[src/rtl/als_pkg.sv]
package als_pkg;

    localparam int RAW_W = 16;

    localparam logic [6:0] ADDR_PIN_HIGH = 7'b1011100;
    localparam logic [6:0] ADDR_PIN_LOW  = 7'b0100011;
    localparam logic [7:0] CMD_CONT_HRES = 8'h10;
    localparam logic [7:0] CMD_ONCE_HRES = 8'h20;

    typedef enum logic [1:0] {
        E_IDLE,
        E_START,
        E_BIT,
        E_STOP
    } eng_state_e;

    typedef enum logic [2:0] {
        S_PWRUP,
        S_CMD,
        S_CONV,
        S_READ,
        S_GAP
    } seq_state_e;

    typedef struct packed {
        eng_state_e       st;
        logic [1:0]       qtr;
        logic [1:0]       byte_idx;
        logic [3:0]       bit_idx;
        logic             rd;
        logic             scl_low;
        logic             sda_low;
        logic             ack_bad;
        logic             done;
        logic             nack;
        logic [RAW_W-1:0] rx;
    } frm_regs_t;

endpackage

[src/rtl/als_qtick.sv]
module als_qtick #(
    parameter int QCYC = 2
) (
    input  logic clk,
    input  logic rst_n,
    input  logic run,
    output logic qtick
);
    localparam int CW = $clog2(QCYC) + 1;
    localparam logic [CW-1:0] LAST = CW'(QCYC - 1);

    logic [CW-1:0] cnt_d, cnt_q;

    always_comb begin
        if (!run || cnt_q == LAST) cnt_d = '0;
        else                       cnt_d = cnt_q + 1'b1;
    end

    always_ff @(posedge clk or negedge rst_n) begin
        if (!rst_n) cnt_q <= '0;
        else        cnt_q <= cnt_d;
    end

    assign qtick = run && (cnt_q == LAST);

endmodule

[src/rtl/als_i2c_frame.sv]
module als_i2c_frame
    import als_pkg::*;
#(
    parameter int QCYC = 2
) (
    input  logic             clk,
    input  logic             rst_n,
    input  logic             go,
    input  logic             go_read,
    input  logic [6:0]       addr7,
    input  logic [7:0]       cmd,
    input  logic             sda_in,
    output logic             scl_low,
    output logic             sda_low,
    output logic             done,
    output logic             nack,
    output logic [RAW_W-1:0] rx_word,
    output eng_state_e       state
);
    frm_regs_t r_d, r_q;
    logic      qtick;
    logic [7:0] tx_byte;
    logic      master_tx;
    logic [1:0] last_byte;

    als_qtick #(.QCYC(QCYC)) u_qtick (
        .clk  (clk),
        .rst_n(rst_n),
        .run  (r_q.st != E_IDLE),
        .qtick(qtick)
    );

    always_comb begin
        r_d       = r_q;
        r_d.done  = 1'b0;
        tx_byte   = (r_q.byte_idx == 2'd0) ? {addr7, r_q.rd} : cmd;
        master_tx = (r_q.byte_idx == 2'd0) || !r_q.rd;
        last_byte = r_q.rd ? 2'd2 : 2'd1;

        case (r_q.st)
            E_IDLE: begin
                r_d.scl_low = 1'b0;
                r_d.sda_low = 1'b0;
                if (go) begin
                    r_d.st       = E_START;
                    r_d.qtr      = 2'd0;
                    r_d.byte_idx = 2'd0;
                    r_d.bit_idx  = 4'd0;
                    r_d.rd       = go_read;
                    r_d.nack     = 1'b0;
                    r_d.ack_bad  = 1'b0;
                end
            end
            E_START: if (qtick) begin
                r_d.qtr = r_q.qtr + 2'd1;
                if (r_q.qtr == 2'd1) r_d.sda_low = 1'b1;
                if (r_q.qtr == 2'd3) begin
                    r_d.st      = E_BIT;
                    r_d.scl_low = 1'b1;
                end
            end
            E_BIT: if (qtick) begin
                r_d.qtr = r_q.qtr + 2'd1;
                case (r_q.qtr)
                    2'd0: begin
                        if (r_q.bit_idx < 4'd8)
                            r_d.sda_low = master_tx ? !tx_byte[3'd7 - r_q.bit_idx[2:0]] : 1'b0;
                        else
                            r_d.sda_low = master_tx ? 1'b0 : (r_q.byte_idx == 2'd1);
                    end
                    2'd1: r_d.scl_low = 1'b0;
                    2'd2: begin
                        if (r_q.bit_idx < 4'd8 && !master_tx)
                            r_d.rx = {r_q.rx[RAW_W-2:0], sda_in};
                        if (r_q.bit_idx == 4'd8 && master_tx)
                            r_d.ack_bad = sda_in;
                    end
                    default: begin
                        r_d.scl_low = 1'b1;
                        if (r_q.bit_idx == 4'd8) begin
                            r_d.bit_idx  = 4'd0;
                            r_d.byte_idx = r_q.byte_idx + 2'd1;
                            if ((master_tx && r_q.ack_bad) || r_q.byte_idx == last_byte) begin
                                r_d.st   = E_STOP;
                                r_d.nack = master_tx && r_q.ack_bad;
                            end
                        end else begin
                            r_d.bit_idx = r_q.bit_idx + 4'd1;
                        end
                    end
                endcase
            end
            default: if (qtick) begin
                r_d.qtr = r_q.qtr + 2'd1;
                case (r_q.qtr)
                    2'd0: r_d.sda_low = 1'b1;
                    2'd1: r_d.scl_low = 1'b0;
                    2'd2: r_d.sda_low = 1'b0;
                    default: begin
                        r_d.st   = E_IDLE;
                        r_d.done = 1'b1;
                    end
                endcase
            end
        endcase
    end

    always_ff @(posedge clk or negedge rst_n) begin
        if (!rst_n) begin
            r_q    <= '0;
            r_q.st <= E_IDLE;
        end else begin
            r_q <= r_d;
        end
    end

    assign scl_low = r_q.scl_low;
    assign sda_low = r_q.sda_low;
    assign done    = r_q.done;
    assign nack    = r_q.nack;
    assign rx_word = r_q.rx;
    assign state   = r_q.st;

endmodule

[src/rtl/als_lux_scale.sv]
module als_lux_scale
    import als_pkg::*;
(
    input  logic [RAW_W-1:0] raw,
    output logic [RAW_W-1:0] lux
);
    localparam int PW = RAW_W + 4;

    logic [PW-1:0] prod;
    logic [PW-1:0] quot;

    always_comb begin
        prod = {4'b0000, raw} * PW'(10);
        quot = prod / PW'(12);
        lux  = quot[RAW_W-1:0];
    end

endmodule

[src/rtl/als_i2c_seq.sv]
module als_i2c_seq
    import als_pkg::*;
#(
    parameter int CLK_DIV   = 480,
    parameter int PWRUP_CYC = 48_000_000,
    parameter int CONV_CYC  = 8_640_000,
    parameter int GAP_CYC   = 5_760_000
) (
    input  logic             clk,
    input  logic             rst_n,
    input  logic             addr_sel,
    input  logic             oneshot_mode,
    input  logic             sda_in,
    output logic             scl_low,
    output logic             sda_low,
    output logic [RAW_W-1:0] raw_count,
    output logic [RAW_W-1:0] lux,
    output logic             sample_valid,
    output logic             nack_error
);
    localparam int QCYC = CLK_DIV / 4;
    localparam int MAX1 = (PWRUP_CYC > CONV_CYC) ? PWRUP_CYC : CONV_CYC;
    localparam int MAXW = (MAX1 > GAP_CYC) ? MAX1 : GAP_CYC;
    localparam int CW   = $clog2(MAXW + 1);

    typedef struct packed {
        seq_state_e       st;
        logic [CW-1:0]    cnt;
        logic             go;
        logic             go_read;
        logic [RAW_W-1:0] raw;
        logic [RAW_W-1:0] lux;
        logic             valid;
        logic             nerr;
    } seq_regs_t;

    seq_regs_t        s_d, s_q;
    logic             frm_done, frm_nack;
    logic [RAW_W-1:0] frm_rx, frm_lux;
    eng_state_e       eng_state;
    logic [6:0]       addr7;
    logic [7:0]       cmd_byte;

    assign addr7    = addr_sel ? ADDR_PIN_HIGH : ADDR_PIN_LOW;
    assign cmd_byte = oneshot_mode ? CMD_ONCE_HRES : CMD_CONT_HRES;

    als_i2c_frame #(.QCYC(QCYC)) u_frame (
        .clk    (clk),
        .rst_n  (rst_n),
        .go     (s_q.go),
        .go_read(s_q.go_read),
        .addr7  (addr7),
        .cmd    (cmd_byte),
        .sda_in (sda_in),
        .scl_low(scl_low),
        .sda_low(sda_low),
        .done   (frm_done),
        .nack   (frm_nack),
        .rx_word(frm_rx),
        .state  (eng_state)
    );

    als_lux_scale u_scale (
        .raw(frm_rx),
        .lux(frm_lux)
    );

    always_comb begin
        s_d       = s_q;
        s_d.go    = 1'b0;
        s_d.valid = 1'b0;
        case (s_q.st)
            S_PWRUP: begin
                if (s_q.cnt == '0) begin
                    s_d.st      = S_CMD;
                    s_d.go      = 1'b1;
                    s_d.go_read = 1'b0;
                end else begin
                    s_d.cnt = s_q.cnt - 1'b1;
                end
            end
            S_CMD: if (frm_done) begin
                if (frm_nack) begin
                    s_d.nerr    = 1'b1;
                    s_d.go      = 1'b1;
                    s_d.go_read = 1'b0;
                end else begin
                    s_d.st  = S_CONV;
                    s_d.cnt = CW'(CONV_CYC - 1);
                end
            end
            S_READ: if (frm_done) begin
                if (frm_nack) begin
                    s_d.nerr    = 1'b1;
                    s_d.st      = S_CMD;
                    s_d.go      = 1'b1;
                    s_d.go_read = 1'b0;
                end else begin
                    s_d.raw   = frm_rx;
                    s_d.lux   = frm_lux;
                    s_d.valid = 1'b1;
                    s_d.nerr  = 1'b0;
                    if (oneshot_mode) begin
                        s_d.st      = S_CMD;
                        s_d.go      = 1'b1;
                        s_d.go_read = 1'b0;
                    end else begin
                        s_d.st  = S_GAP;
                        s_d.cnt = CW'(GAP_CYC - 1);
                    end
                end
            end
            default: begin
                if (s_q.cnt == '0) begin
                    s_d.st      = S_READ;
                    s_d.go      = 1'b1;
                    s_d.go_read = 1'b1;
                end else begin
                    s_d.cnt = s_q.cnt - 1'b1;
                end
            end
        endcase
    end

    always_ff @(posedge clk or negedge rst_n) begin
        if (!rst_n) begin
            s_q     <= '0;
            s_q.st  <= S_PWRUP;
            s_q.cnt <= CW'(PWRUP_CYC - 1);
        end else begin
            s_q <= s_d;
        end
    end

    assign raw_count    = s_q.raw;
    assign lux          = s_q.lux;
    assign sample_valid = s_q.valid;
    assign nack_error   = s_q.nerr;

endmodule

[config.mk]
export PLATFORM = sky130hd
export DESIGN_NAME = als_i2c_seq
export DESIGN_NICKNAME = d
export VERILOG_FILES = /design/src/rtl/als_pkg.sv /design/src/rtl/als_qtick.sv /design/src/rtl/als_i2c_frame.sv /design/src/rtl/als_lux_scale.sv /design/src/rtl/als_i2c_seq.sv
export SDC_FILE = /design/constraint.sdc
export NUM_CORES = 1
export LEC_CHECK = 0
export ABC_AREA = 1
export BUFFER_PORTS_ARGS = -buffer_cell sky130_fd_sc_hd__buf_2
export CAP_MARGIN = 30
export CORE_MARGIN = 3
export CORE_UTILIZATION = 50
export CTS_BUF_LIST = sky130_fd_sc_hd__clkbuf_16
export DETAILED_ROUTE_END_ITERATION = 10
export GPL_TIMING_DRIVEN = 0
export PLACE_DENSITY = 0.66
export SLEW_MARGIN = 20
export SYNTH_ARGS = -nofsm -noshare
export SYNTH_HDL_FRONTEND = slang
export SYNTH_HIERARCHICAL = 1
export SYNTH_SLANG_ARGS = --single-unit
[constraint.sdc]
create_clock -name clk -period 7.1 [get_ports clk]
set_input_delay 1.42 -clock clk [delete_from_list [all_inputs] [get_ports clk]]
set_output_delay 1.42 -clock clk [all_outputs]
set_load 0.005 [all_outputs]
# --- Word level (Yosys, flattened, before mapping) ---
# Cells that the tools add are included.
word_totals:
  ff_bits: 105
  input_bits: 5
classes:
  addsub: 6
  multipliers: 1
  div_mod_pow: 1
  n_lt_le_gt_ge: 2
  eq_ne: 32
  n_mux: 70
  bitwise_logic: 1
  n_reduce_logical: 41
op_table:
  columns: ["operator", "count"]
  rows:
  - ["$pmux W31 S3", 1]
  - ["$mux W26", 3]
  - ["$mux W65", 1]
  - ["$mux W33", 1]
  - ["$mux W16", 2]
  - ["$mux W31", 1]
  - ["$mux W29", 1]
  - ["$mux W2", 14]
  - ["$logic_not A26 Y1", 1]
  - ["$sub A26 B1 Y26 const B", 1]
  - ["$reduce_and A6 Y1", 4]
  - ["$mux W1", 21]
  - ["$div A20 B4 Y20 const B", 1]
  - ["$ne A2 B1 Y1 const B", 10]
  - ["$reduce_and A5 Y1", 4]
  - ["$mul A16 B3 Y19 const B", 1]
  - ["$ne A2 B2 Y1 const B", 9]
  - ["$mux W17", 1]
  - ["$mux W8", 2]
  - ["$reduce_and A4 Y1", 4]
  - ["$mux W3", 5]
  - ["$mux W4", 3]
  - ["$mux W6", 2]
  - ["$pmux W4 S3", 1]
  - ["36 further kinds", 60]

# --- Depth between registers and ports, before layout ---
logic_depth:
  depth_word: 10
  mapped_depth: 58
  depth_no_buf: 57

# --- Hierarchy ---
# Netlist, hierarchy kept.
modules_own_cells:
  columns: ["module", "instances", "cells_per_inst", "area_per_inst_um2", "seq_area_each_um2"]
  rows:
  - ["als_i2c_seq", 1, 438, 3520.9, 1650.3]
  - ["als_i2c_frame", 1, 263, 2026.9, 800.8]
  - ["als_lux_scale", 1, 321, 1786.7, 0.0]
  - ["als_qtick", 1, 52, 427.9, 200.2]

# --- Worst setup path before layout ---
# No wires, ideal clock.
synth_timing:
  path_type: "reg-to-reg"
  startpoint: "reg u_frame.r_q (netlist bit u_frame/rx_word[1])"
  endpoint: "reg s_q (netlist bit lux[0])"
  setup_ns: 0.116
  arrival_time_ns: 5.134
  required_ns: 6.984
  slack_ns: 1.850
  stages_incl_launch_ff: 49
  path_buffers: 1
  synth_period_minus_slack_ns: 5.250
  path_cell_list: "dfrtp_1 buf_4 ha_1 ha_1 fa_1 nand2_1 nand3_1 nand3_1 nand2_2 nand2_2 nand2_1 nand2_1 nand2_1 o21ai_2 nand2_1 nand2_1 nand2_1 nand2_1 [... 13 more ...] o21ai_1 nand2_1 o21ai_1 nand2_1 o21ai_1 nand2_1 o21ai_1 nand2_2 o21ai_2 nand2_2 a21oi_1 nor2_2 nand2_1 nand2_1 nand2_1 nand2_1 nand2_1 nand2_1"
synth_between:
  elab_chain_cells: 2
synth_rtl:
  columns: ["item", "line", "source"]
  rows:
  - ["start, declared", "als_i2c_frame.sv:20", "frm_regs_t r_d, r_q;"]
  - ["start signal, assigned", "als_i2c_frame.sv:113", "r_q <= r_d;"]
  - ["$mul A16 B3 Y19", "als_lux_scale.sv:13", "prod = {4'b0000, raw} * PW'(10);"]
  - ["$div A20 B4 Y20", "als_lux_scale.sv:14", "quot = prod / PW'(12);"]
  - ["via frm_lux[0]", "als_i2c_seq.sv:39", "logic [RAW_W-1:0] frm_rx, frm_lux;"]
  - ["end, declared", "als_i2c_seq.sv:37", "seq_regs_t s_d, s_q;"]
# The timed path passes the listed nets, and every way through them passes these cells.
# A chain may end at the register's enable or synchronous reset.

# --- Worst setup path after layout ---
# Same ends and word-level chain as after synthesis.

==> flow_summary.ini <==
[layout]
multiInputGateArea_um2 = 4130
final_common_cell = nand2_1
n_antenna_cell = 0
drive_above_1_share_pct = 22.7
fin_util_pct = 57.3
fillers = 1439
final_cell_mix = nand2_1 (318), inv_1 (117), dfrtp_1 (86)
layout.nets = 1177
final-seq-area_um2 = 2650
area_growth_pct = 10.0

[synthesis]
syn_area_per_cell_um2 = 7.23
syn-cell-area_um2 = 7750
postSynthCellCount = 1072
yosys_warnings = 6

[grt]
grtUsageTotal_pct = 20.4
grt_first_pass_wirelength_mm = 28.0
grt_pass1_vias = 5874
gr-total-overflow = 0
antenna_found_initial = 0
grt_max_degree = 76

[timing]
rsz0062_at_grt = no
tightest_slew_ps = 527
slew_headroom_pct = 64.9
report.final.slew_viol_count = 0
post-route-period-util_pct = 82.5
hold_violations = 0
setup_viol = 0
fmax_mhz = 171
timing.final.crit_period_ps = 5860
setup-tns-final_ps = 0
fin_hold_ws_ps = 471
fin_skew_ps = 13.9

[worst_setup_path]
crit_family = simple AND/OR/NAND/NOR gates
startpoint_type = flop
cp_data_arrival_time_ps = 6110
slowest_delay_ps = 400
cp_slowest_cell = fa_1
crit_buf_inv = 2
critPathRequiredTime_ps = 7350
end_kind = flop
path_class = reg2reg
worst-path-max-fanout = 4
path_common_cell = nand2_1

[pwr]
internal_power_w = 0.000852
power.share.sequential_pct = 53.2
switching_power_w = 0.000273
p_leak_nw = 4.74
p_per_area_nw_per_um2 = 132
p_comb_share_pct = 1.7
p_clk_share_pct = 45.1
sw_frac_of_total_pct = 24.3
peakVddDrop_uv = 107

[clocking]
cts_sinks = 105
postCtsSetupRepairBufs = 0
root_buffer = clkbuf_16
clockBufferDepth = 2
cts_tree = built
clock_latency_ps = 360
cts.clk_slew.worst_paths_ps = 70
htree_num_levels = 3
cts_hold_buf = 0
ctsResizeCount = 0
numCtsBuffers = 9

[routing]
drtAntennaViolNets = 0
routed_wl_mm = 16.3
post_drt_wl_per_cell_um = 12.3
dr.pass1.iters = 5
vias = 6468
drtIter0Drc = 370
remaining_drc_errors = 0
avgViaCountPerCell = 4.91

[floorplan]
die_h_um = 130
die_w_um = 130
start_util_pct = 52.1
core_um2 = 14900
ioPinCount = 41
rows = 44
die-area_um2 = 17000

[place]
port_buffers = 40
gp_congestion = 0.892
hpwl_mm = 12.4

[run]
drv_cap = 0

[min_path]
hp-class = reg2reg

[run_status]
status = finished clean
-- final timing paths --
check | depth (start not counted) | start | end | slack, ps
max reg2reg | 50 | u_frame/rx_word[1]$_DFFE_PN0P_ | lux[0]$_DFFE_PN0P_ | 1240
min | 2 | lux[13]$_DFFE_PN0P_ | lux[13]$_DFFE_PN0P_ | 470
max in group asynchronous | 2 | rst_n | s_q[47]$_DFFE_PN1P_ | 5490
min in group asynchronous | 1 | rst_n | s_q[53]$_DFFE_PN0P_ | 920
min reg2reg | 2 | lux[13]$_DFFE_PN0P_ | lux[13]$_DFFE_PN0P_ | 470
max | 50 | u_frame/rx_word[1]$_DFFE_PN0P_ | lux[0]$_DFFE_PN0P_ | 1240
-- area by class of cell --
type | count | area share [%]
buffer | 66 | 5.49
clock buffer | 9 | 2.64
clock inverter | 7 | 0.807
inverter | 137 | 6.09
multi-input combinational | 769 | 48.4
sequential | 105 | 31.1
tap | 184 | 2.70
timing repair buffer | 41 | 2.74
-- power groups by stage --
stage	Combinational, W	Sequential, W	Clock, W
global placement	0.0000187	0.000609	0
floorplan	0.00000378	0.000610	0
detailed placement	0.0000209	0.000609	0
finish	0.0000197	0.000598	0.000507
CTS	0.0000210	0.000598	0.000525
global route	0.0000236	0.000598	0.000552
-- metal layers --
metal	global-route usage (%)	vias to the layer above	wire length, um
li1	-	3459	-
met1	31.2	2890	8590
met2	29.3	107	6780
met3	4.55	12	693
met4	4.66	0	190
met5	0	-	0
-- sequential cells by signal (all words and copies together), names as in the netlist, 2 cells and up --
| register | count |
|---|---|
| lux | 16 |
| raw_count | 16 |
| s_q | 31 |
| u_frame/r_q | 10 |
| u_frame/rx_word | 16 |
| u_frame/state | 2 |
| u_frame/u_qtick/cnt_q | 8 |
-- metrics by stage --
stage | std cells | power, W | setup slack [ps] | cell area [um2]
2_1_floorplan | 1077 | 0.000613 | 1850 | 7770
3_3_place_gp | 1301 | 0.000628 | 1400 | 8200
3_5_place_dp | 1302 | 0.000630 | 1290 | 8230
4_1_cts | 1318 | 0.00114 | 1260 | 8520
5_1_grt | 1318 | 0.00117 | 407 | 8520
6_report | 1318 | 0.00113 | 1240 | 8520
-- worst reg2reg max path, delay by kind of cell, from the launching register on --
kind	cells	cell delay (ps)
AO/OA/AOI/OAI	7	980
flip-flops	1	390
adder cells (fa/ha/maj)	3	910
multiplexers	1	160
AND/OR/NAND/NOR	37	3090
buffers and inverters	2	220
Power figures use the tool's default switching activity.
